[src/rtl/dbf_pkg.sv]
package dbf_pkg;

  // Filter type encoding on the configuration input.
  typedef enum logic [1:0] {
    FT_OFF       = 2'd0,  // transparent, one register of delay
    FT_BOTH      = 2'd1,  // both directions must be held stable
    FT_RISE_ONLY = 2'd2,  // only 0->1 is delayed (high pulses removed)
    FT_FALL_ONLY = 2'd3   // only 1->0 is delayed (low pulses removed)
  } ftype_e;

  // Whether a change toward level 'to_high' is subject to the timeout.
  function automatic logic dir_filtered(ftype_e ft, logic to_high);
    case (ft)
      FT_BOTH:      return 1'b1;
      FT_RISE_ONLY: return to_high;
      FT_FALL_ONLY: return ~to_high;
      default:      return 1'b0;
    endcase
  endfunction

endpackage

[src/rtl/dbf_cfg.sv]
// Normalizes the configuration and flags any change against the previous cycle.
module dbf_cfg
  import dbf_pkg::*;
#(
  parameter int CNT_W = 4
) (
  input  logic             clk,
  input  logic             rst_n,
  input  logic [1:0]       in_type,
  input  logic             in_long,
  input  logic             in_coarse,
  input  logic [CNT_W-1:0] in_count,
  output ftype_e           eff_type,
  output logic             eff_long,
  output logic             eff_coarse,
  output logic [CNT_W-1:0] eff_count,
  output logic             cfg_chg
);

  logic             off;
  ftype_e           prev_type;
  logic             prev_long;
  logic             prev_coarse;
  logic [CNT_W-1:0] prev_count;

  // With the filter off, every timing field reads as zero.
  always_comb begin
    off        = (in_type == 2'd0);
    eff_type   = ftype_e'(in_type);
    eff_long   = off ? 1'b0 : in_long;
    eff_coarse = off ? 1'b0 : in_coarse;
    eff_count  = off ? '0 : in_count;
  end

  always_ff @(posedge clk) begin
    if (!rst_n) begin
      prev_type   <= FT_OFF;
      prev_long   <= 1'b0;
      prev_coarse <= 1'b0;
      prev_count  <= '0;
    end else begin
      prev_type   <= eff_type;
      prev_long   <= eff_long;
      prev_coarse <= eff_coarse;
      prev_count  <= eff_count;
    end
  end

  assign cfg_chg = (eff_type != prev_type) || (eff_long != prev_long) ||
                   (eff_coarse != prev_coarse) || (eff_count != prev_count);

  // with the type held at off, no change is ever flagged.
  a_r8_off_no_change: assert property (@(posedge clk) disable iff (!rst_n)
    (eff_type == FT_OFF) |=> ((eff_type == FT_OFF) |-> !cfg_chg));

endmodule

[src/rtl/dbf_prescaler.sv]
// Divides timebase ticks into unit pulses; restarts whenever cleared.
module dbf_prescaler #(
  parameter int U_SHORT_FINE   = 2,
  parameter int U_SHORT_COARSE = 8,
  parameter int U_LONG_FINE    = 512,
  parameter int U_LONG_COARSE  = 2048,
  parameter int PRE_W          = 11
) (
  input  logic clk,
  input  logic rst_n,
  input  logic clr,
  input  logic tick,
  input  logic sel_long,
  input  logic sel_coarse,
  output logic unit_pulse
);

  logic [PRE_W-1:0] pre;
  logic [PRE_W-1:0] lim;

  always_comb begin
    case ({sel_long, sel_coarse})
      2'b00:   lim = PRE_W'(U_SHORT_FINE - 1);
      2'b01:   lim = PRE_W'(U_SHORT_COARSE - 1);
      2'b10:   lim = PRE_W'(U_LONG_FINE - 1);
      default: lim = PRE_W'(U_LONG_COARSE - 1);
    endcase
  end

  assign unit_pulse = tick && (pre == lim);

  always_ff @(posedge clk) begin
    if (!rst_n || clr) pre <= '0;
    else if (tick)     pre <= (pre == lim) ? '0 : pre + 1'b1;
  end

  // the tick count never passes the selected unit length.
  a_r4_pre_in_range: assert property (@(posedge clk) disable iff (!rst_n)
    !clr |-> (pre <= lim));

  // a unit boundary needs a tick.
  a_r9_pulse_needs_tick: assert property (@(posedge clk) disable iff (!rst_n)
    unit_pulse |-> tick);

endmodule

[src/rtl/dbf_stab_counter.sv]
// Counts whole units of stability and signals expiry of the timeout.
module dbf_stab_counter #(
  parameter int CNT_W = 4
) (
  input  logic             clk,
  input  logic             rst_n,
  input  logic             run,
  input  logic             tick,
  input  logic             unit_pulse,
  input  logic [CNT_W-1:0] count,
  output logic             expire
);

  logic [CNT_W-1:0] units;
  logic             zero_cnt;

  assign zero_cnt = (count == '0);

  // A zero count completes on the first tick; otherwise on the last unit.
  always_comb begin
    if (!run)          expire = 1'b0;
    else if (zero_cnt) expire = tick;
    else               expire = unit_pulse && (units == CNT_W'(count - 1'b1));
  end

  always_ff @(posedge clk) begin
    if (!rst_n || !run || expire) units <= '0;
    else if (unit_pulse)          units <= units + 1'b1;
  end

  // the unit count stays below the programmed count while running.
  a_r4_units_below_count: assert property (@(posedge clk) disable iff (!rst_n)
    (run && !zero_cnt) |-> (units < count));

  // expiry only ever happens on a tick.
  a_r9_expire_on_tick: assert property (@(posedge clk) disable iff (!rst_n)
    expire |-> tick);

endmodule

[src/rtl/debounce_filter.sv]
// Per-pin programmable glitch filter.
module debounce_filter
  import dbf_pkg::*;
#(
  parameter int CNT_W          = 4,
  parameter int U_SHORT_FINE   = 2,
  parameter int U_SHORT_COARSE = 8,
  parameter int U_LONG_FINE    = 512,
  parameter int U_LONG_COARSE  = 2048
) (
  input  logic             clk,
  input  logic             rst_n,
  input  logic             tick,
  input  logic             din,
  input  logic [1:0]       cfg_type,
  input  logic             cfg_long,
  input  logic             cfg_coarse,
  input  logic [CNT_W-1:0] cfg_count,
  output logic             dout
);

  localparam int UMAX_S = (U_SHORT_FINE > U_SHORT_COARSE) ? U_SHORT_FINE : U_SHORT_COARSE;
  localparam int UMAX_L = (U_LONG_FINE > U_LONG_COARSE) ? U_LONG_FINE : U_LONG_COARSE;
  localparam int UMAX   = (UMAX_S > UMAX_L) ? UMAX_S : UMAX_L;
  localparam int PRE_W  = (UMAX > 2) ? $clog2(UMAX) : 1;

  ftype_e           eff_type;
  logic             eff_long;
  logic             eff_coarse;
  logic [CNT_W-1:0] eff_count;
  logic             cfg_chg;
  logic             mism;
  logic             pend;
  logic             pass;
  logic             run;
  logic             unit_pulse;
  logic             expire;
  logic             dout_q;

  dbf_cfg #(.CNT_W(CNT_W)) u_cfg (
    .clk        (clk),
    .rst_n      (rst_n),
    .in_type    (cfg_type),
    .in_long    (cfg_long),
    .in_coarse  (cfg_coarse),
    .in_count   (cfg_count),
    .eff_type   (eff_type),
    .eff_long   (eff_long),
    .eff_coarse (eff_coarse),
    .eff_count  (eff_count),
    .cfg_chg    (cfg_chg)
  );

  // Direction decision: a mismatch is either pending (timed) or passed now.
  always_comb begin
    mism = (din != dout_q);
    pend = mism && dir_filtered(eff_type, din);
    pass = mism && !dir_filtered(eff_type, din);
    run  = pend && !cfg_chg;
  end

  dbf_prescaler #(
    .U_SHORT_FINE   (U_SHORT_FINE),
    .U_SHORT_COARSE (U_SHORT_COARSE),
    .U_LONG_FINE    (U_LONG_FINE),
    .U_LONG_COARSE  (U_LONG_COARSE),
    .PRE_W          (PRE_W)
  ) u_pre (
    .clk        (clk),
    .rst_n      (rst_n),
    .clr        (!run || expire),
    .tick       (tick),
    .sel_long   (eff_long),
    .sel_coarse (eff_coarse),
    .unit_pulse (unit_pulse)
  );

  dbf_stab_counter #(.CNT_W(CNT_W)) u_stab (
    .clk        (clk),
    .rst_n      (rst_n),
    .run        (run),
    .tick       (tick),
    .unit_pulse (unit_pulse),
    .count      (eff_count),
    .expire     (expire)
  );

  always_ff @(posedge clk) begin
    if (!rst_n)                    dout_q <= 1'b0;
    else if (cfg_chg)              dout_q <= dout_q;
    else if (pass || expire)       dout_q <= din;
  end

  assign dout = dout_q;

  // a configuration change freezes the output for that edge.
  a_r7_hold_on_change: assert property (@(posedge clk) disable iff (!rst_n)
    cfg_chg |=> (dout == $past(dout)));

  // filter off gives a one-register copy of the input.
  a_r2_off_copy: assert property (@(posedge clk) disable iff (!rst_n)
    ((eff_type == FT_OFF) && !cfg_chg) |=> (dout == $past(din)));

  // the unfiltered direction passes at the next edge.
  a_r6_fast_pass: assert property (@(posedge clk) disable iff (!rst_n)
    (pass && !cfg_chg) |=> (dout == $past(din)));

  // a pending change that has not expired leaves the output alone.
  a_r5_hold_pending: assert property (@(posedge clk) disable iff (!rst_n)
    (run && !expire) |=> $stable(dout));

endmodule

[config.mk]
export PLATFORM = sky130hd
export DESIGN_NAME = debounce_filter
export DESIGN_NICKNAME = d
export VERILOG_FILES = /design/src/rtl/dbf_pkg.sv /design/src/rtl/dbf_cfg.sv /design/src/rtl/dbf_prescaler.sv /design/src/rtl/dbf_stab_counter.sv /design/src/rtl/debounce_filter.sv
export SDC_FILE = /design/constraint.sdc
export NUM_CORES = 1
export LEC_CHECK = 0
export ABC_AREA = 1
export BUFFER_PORTS_ARGS = -buffer_cell sky130_fd_sc_hd__buf_2
export CORE_MARGIN = 1.5
export CORE_UTILIZATION = 62
export CTS_CLUSTER_DIAMETER = 50
export DETAILED_ROUTE_END_ITERATION = 16
export PLACE_DENSITY_LB_ADDON = 0.15
export SYNTH_ARGS = -nofsm -noshare
export SYNTH_HDL_FRONTEND = slang
export SYNTH_SLANG_ARGS = --single-unit
[constraint.sdc]
create_clock -name clk -period 3.3 [get_ports clk]
set_input_delay 0.33 -clock clk [delete_from_list [all_inputs] [get_ports clk]]
set_output_delay 0.33 -clock clk [all_outputs]
set_load 0.01 [all_outputs]
==> run metrics <==
Synth area leader dfxtp_1; Worst Tran Pin Value 336 ps; final instance area 1550 µm²; clock skew 14.9 ps; Syn Std Cell Area 1430 µm²; Max IR drop VDD 0.222 mV; met3 wire len 91 µm; std cell rows 17; DRT Pass-1 Iters 4; P_int 445 µW; Ports 13; most common cell after layout, fill and taps aside nand2_1; DRT iter0 DRCs 27; Final Cycle Share 59.9%; Total Routing Usage GR 25.7%; Avg Cell Area, Syn 6.72 µm²; switch share 23.3%; worst r2r path cells 9; WS Path Type reg2reg; Core Footprint 2190 µm²; area occupied by multi-input gates 803 µm²; vias in the first global route 1296; Diodes inserted 0; largest net degree at the start of global routing 15; status finished clean; fmax 506 MHz; synth top area cells dfxtp_1 (34%), nand2_1 (13%), nor2_1 (9.5%); most frequent cells in the layout nand2_1 (50), nor2_1 (36), inv_1 (25); fillers 197; CTS Hold Bufs 0; DR vias 1353; Max-slew headroom 77.6%; Layout Nets 241; # setup viols final 0; Cell Pwr Density 375 nW/µm²; setup TNS 0 ps; Post-DRT Antenna Nets 0; minimum clock period 1980 ps; Worst Path Required 3520 ps; drt total wl 2980 µm; synthesis warning total 0; power share of the clock group 36.5%; Port Buffers 12; crit path DAT 2200 ps; CTS buffer count 3; sw power 135 µW; final hold violation count 0; antenna violations before repair 0; Cells after Synth 212; crit end category register; M1 WL 1260 µm; post-synth top area share 33.7%; Comb pwr share 12.1%; clk sinks 24; Max Cap Viol 0; Leakage 0.714 nW; DRC Markers 0; GPL Wtd Cong 0.807; CTS Root Cell clkbuf_4; initial core utilization 65.0%; clk_lat worst skew 320 ps; Post-synth EDFFs 0; #FFs+latches synth 24; pre-CTS WS 1090 ps; Clock Tree Buf Depth 2; ys flop type dfxtp_1; Worst setup SP type register; Syn Nets 227; clk slew on worst S/H paths 140 ps; Congestion Overflow GR 0; Reg area 480 µm²; register area share after synthesis 33.7%; Final Worst Setup Slack 1320 ps; placed inst area 1490 µm²; top sig layer met4; Post-CTS Setup Inserts 0; # resized after CTS 0; met2 wire len 1610 µm; HPWL Detailed 2380 µm; Reg power frac 51.3%; drt wl/cell 11.8 µm; vias per inst 5.35; RSZ-0062 raised after global routing no; die height 50.9 µm; Min Hold Slack 238 ps; PnR Total Power 580 µW; FFs w/ async S/R, synth 0%; CP max FO 13; Die X 50.9 µm; Syn-to-layout area delta 8.43%; share of layout cells above drive strength 1 16.4%; worst hold path depth 3; post-synthesis cell type count 30; TritonCTS clock tree done; H-tree depth 1; first-pass GRT wire length 5030 µm; Worst Hold Class in2reg; die footprint 2600 µm²; Slew Viols, Final 0
power groups by stage:
stage               clock network, mW  registers (mW)  logic [mW]
floorplan                           0           0.303      0.0488
global placement                    0           0.304      0.0659
detailed placement                  0           0.304      0.0690
CTS                             0.220           0.298      0.0694
global route                    0.230           0.298      0.0778
finish                          0.212           0.298      0.0702
routing by layer:
layer	vias up	GRT usage (%)
met5	-	0
met3	2	3.51
met2	30	49.8
met1	627	27.3
met4	0	10.8
li1	694	-
cells by family (layout without fill, tap and decap cells):
group           count (synthesis)  count (layout)  synth area share (%)
simple gates                  126             126                  40.4
flops                          24              24                  33.7
buf+inv                        32              45                  9.92
xor+xnor                        9               9                  5.53
fa+ha+maj                       3               3                  2.63
compound gates                 18              18                  7.81
worst paths after layout:
check / from / end / slack [ps]
setup / recovery: u_pre.pre[4] / u_stab.units[2] / 1320
hold / removal: cfg_type[1] / u_cfg.prev_type[1] / 240
setup reg to reg: u_pre.pre[4] / u_stab.units[2] / 1320
hold reg to reg: u_stab.units[1] / u_stab.units[1] / 530
through the flow:
step | cells | util (%)
finish | 253 | 70.5
floorplan | 212 | -
CTS | 253 | 70.5
global placement | 249 | 68.1
global route | 253 | 70.5
detailed placement | 249 | 68.1
worst max-delay path, stage by stage, from the launching register on:
cell      delay [ps]
dfxtp_1          400
nand2_1          140
o21ai_0          190
nand3_1          110
nor2_2           130
nand3_2          290
o21bai_4         260
nor2_2            70
inv_2            200
nor2_1            90
registers in the layout, indices dropped and copies added (netlist names):
name	flops
u_cfg.prev_long	1
u_cfg.prev_type	2
u_pre.pre	11
u_stab.units	4
dout	1
u_cfg.prev_coarse	1
u_cfg.prev_count	4
area by class of cell:
cell class,instances,share of cell area (%)
multi-input cells,156,52.0
flip-flops and latches,24,31.1
repair buffers,12,3.89
inverters,29,7.37
well taps,28,2.27
clock inverters,1,1.94
clock buffers,3,1.46
synthesized netlist by cell type (3+ instances only):
master,count
a21oi_1,3
dfxtp_1,24
ha_1,3
inv_1,25
inv_2,3
nand2_1,50
nand3_1,18
nand3b_1,3
nor2_1,36
nor2_2,7
o21ai_0,9
xor2_1,7
(Power assumes the default switching activity.)
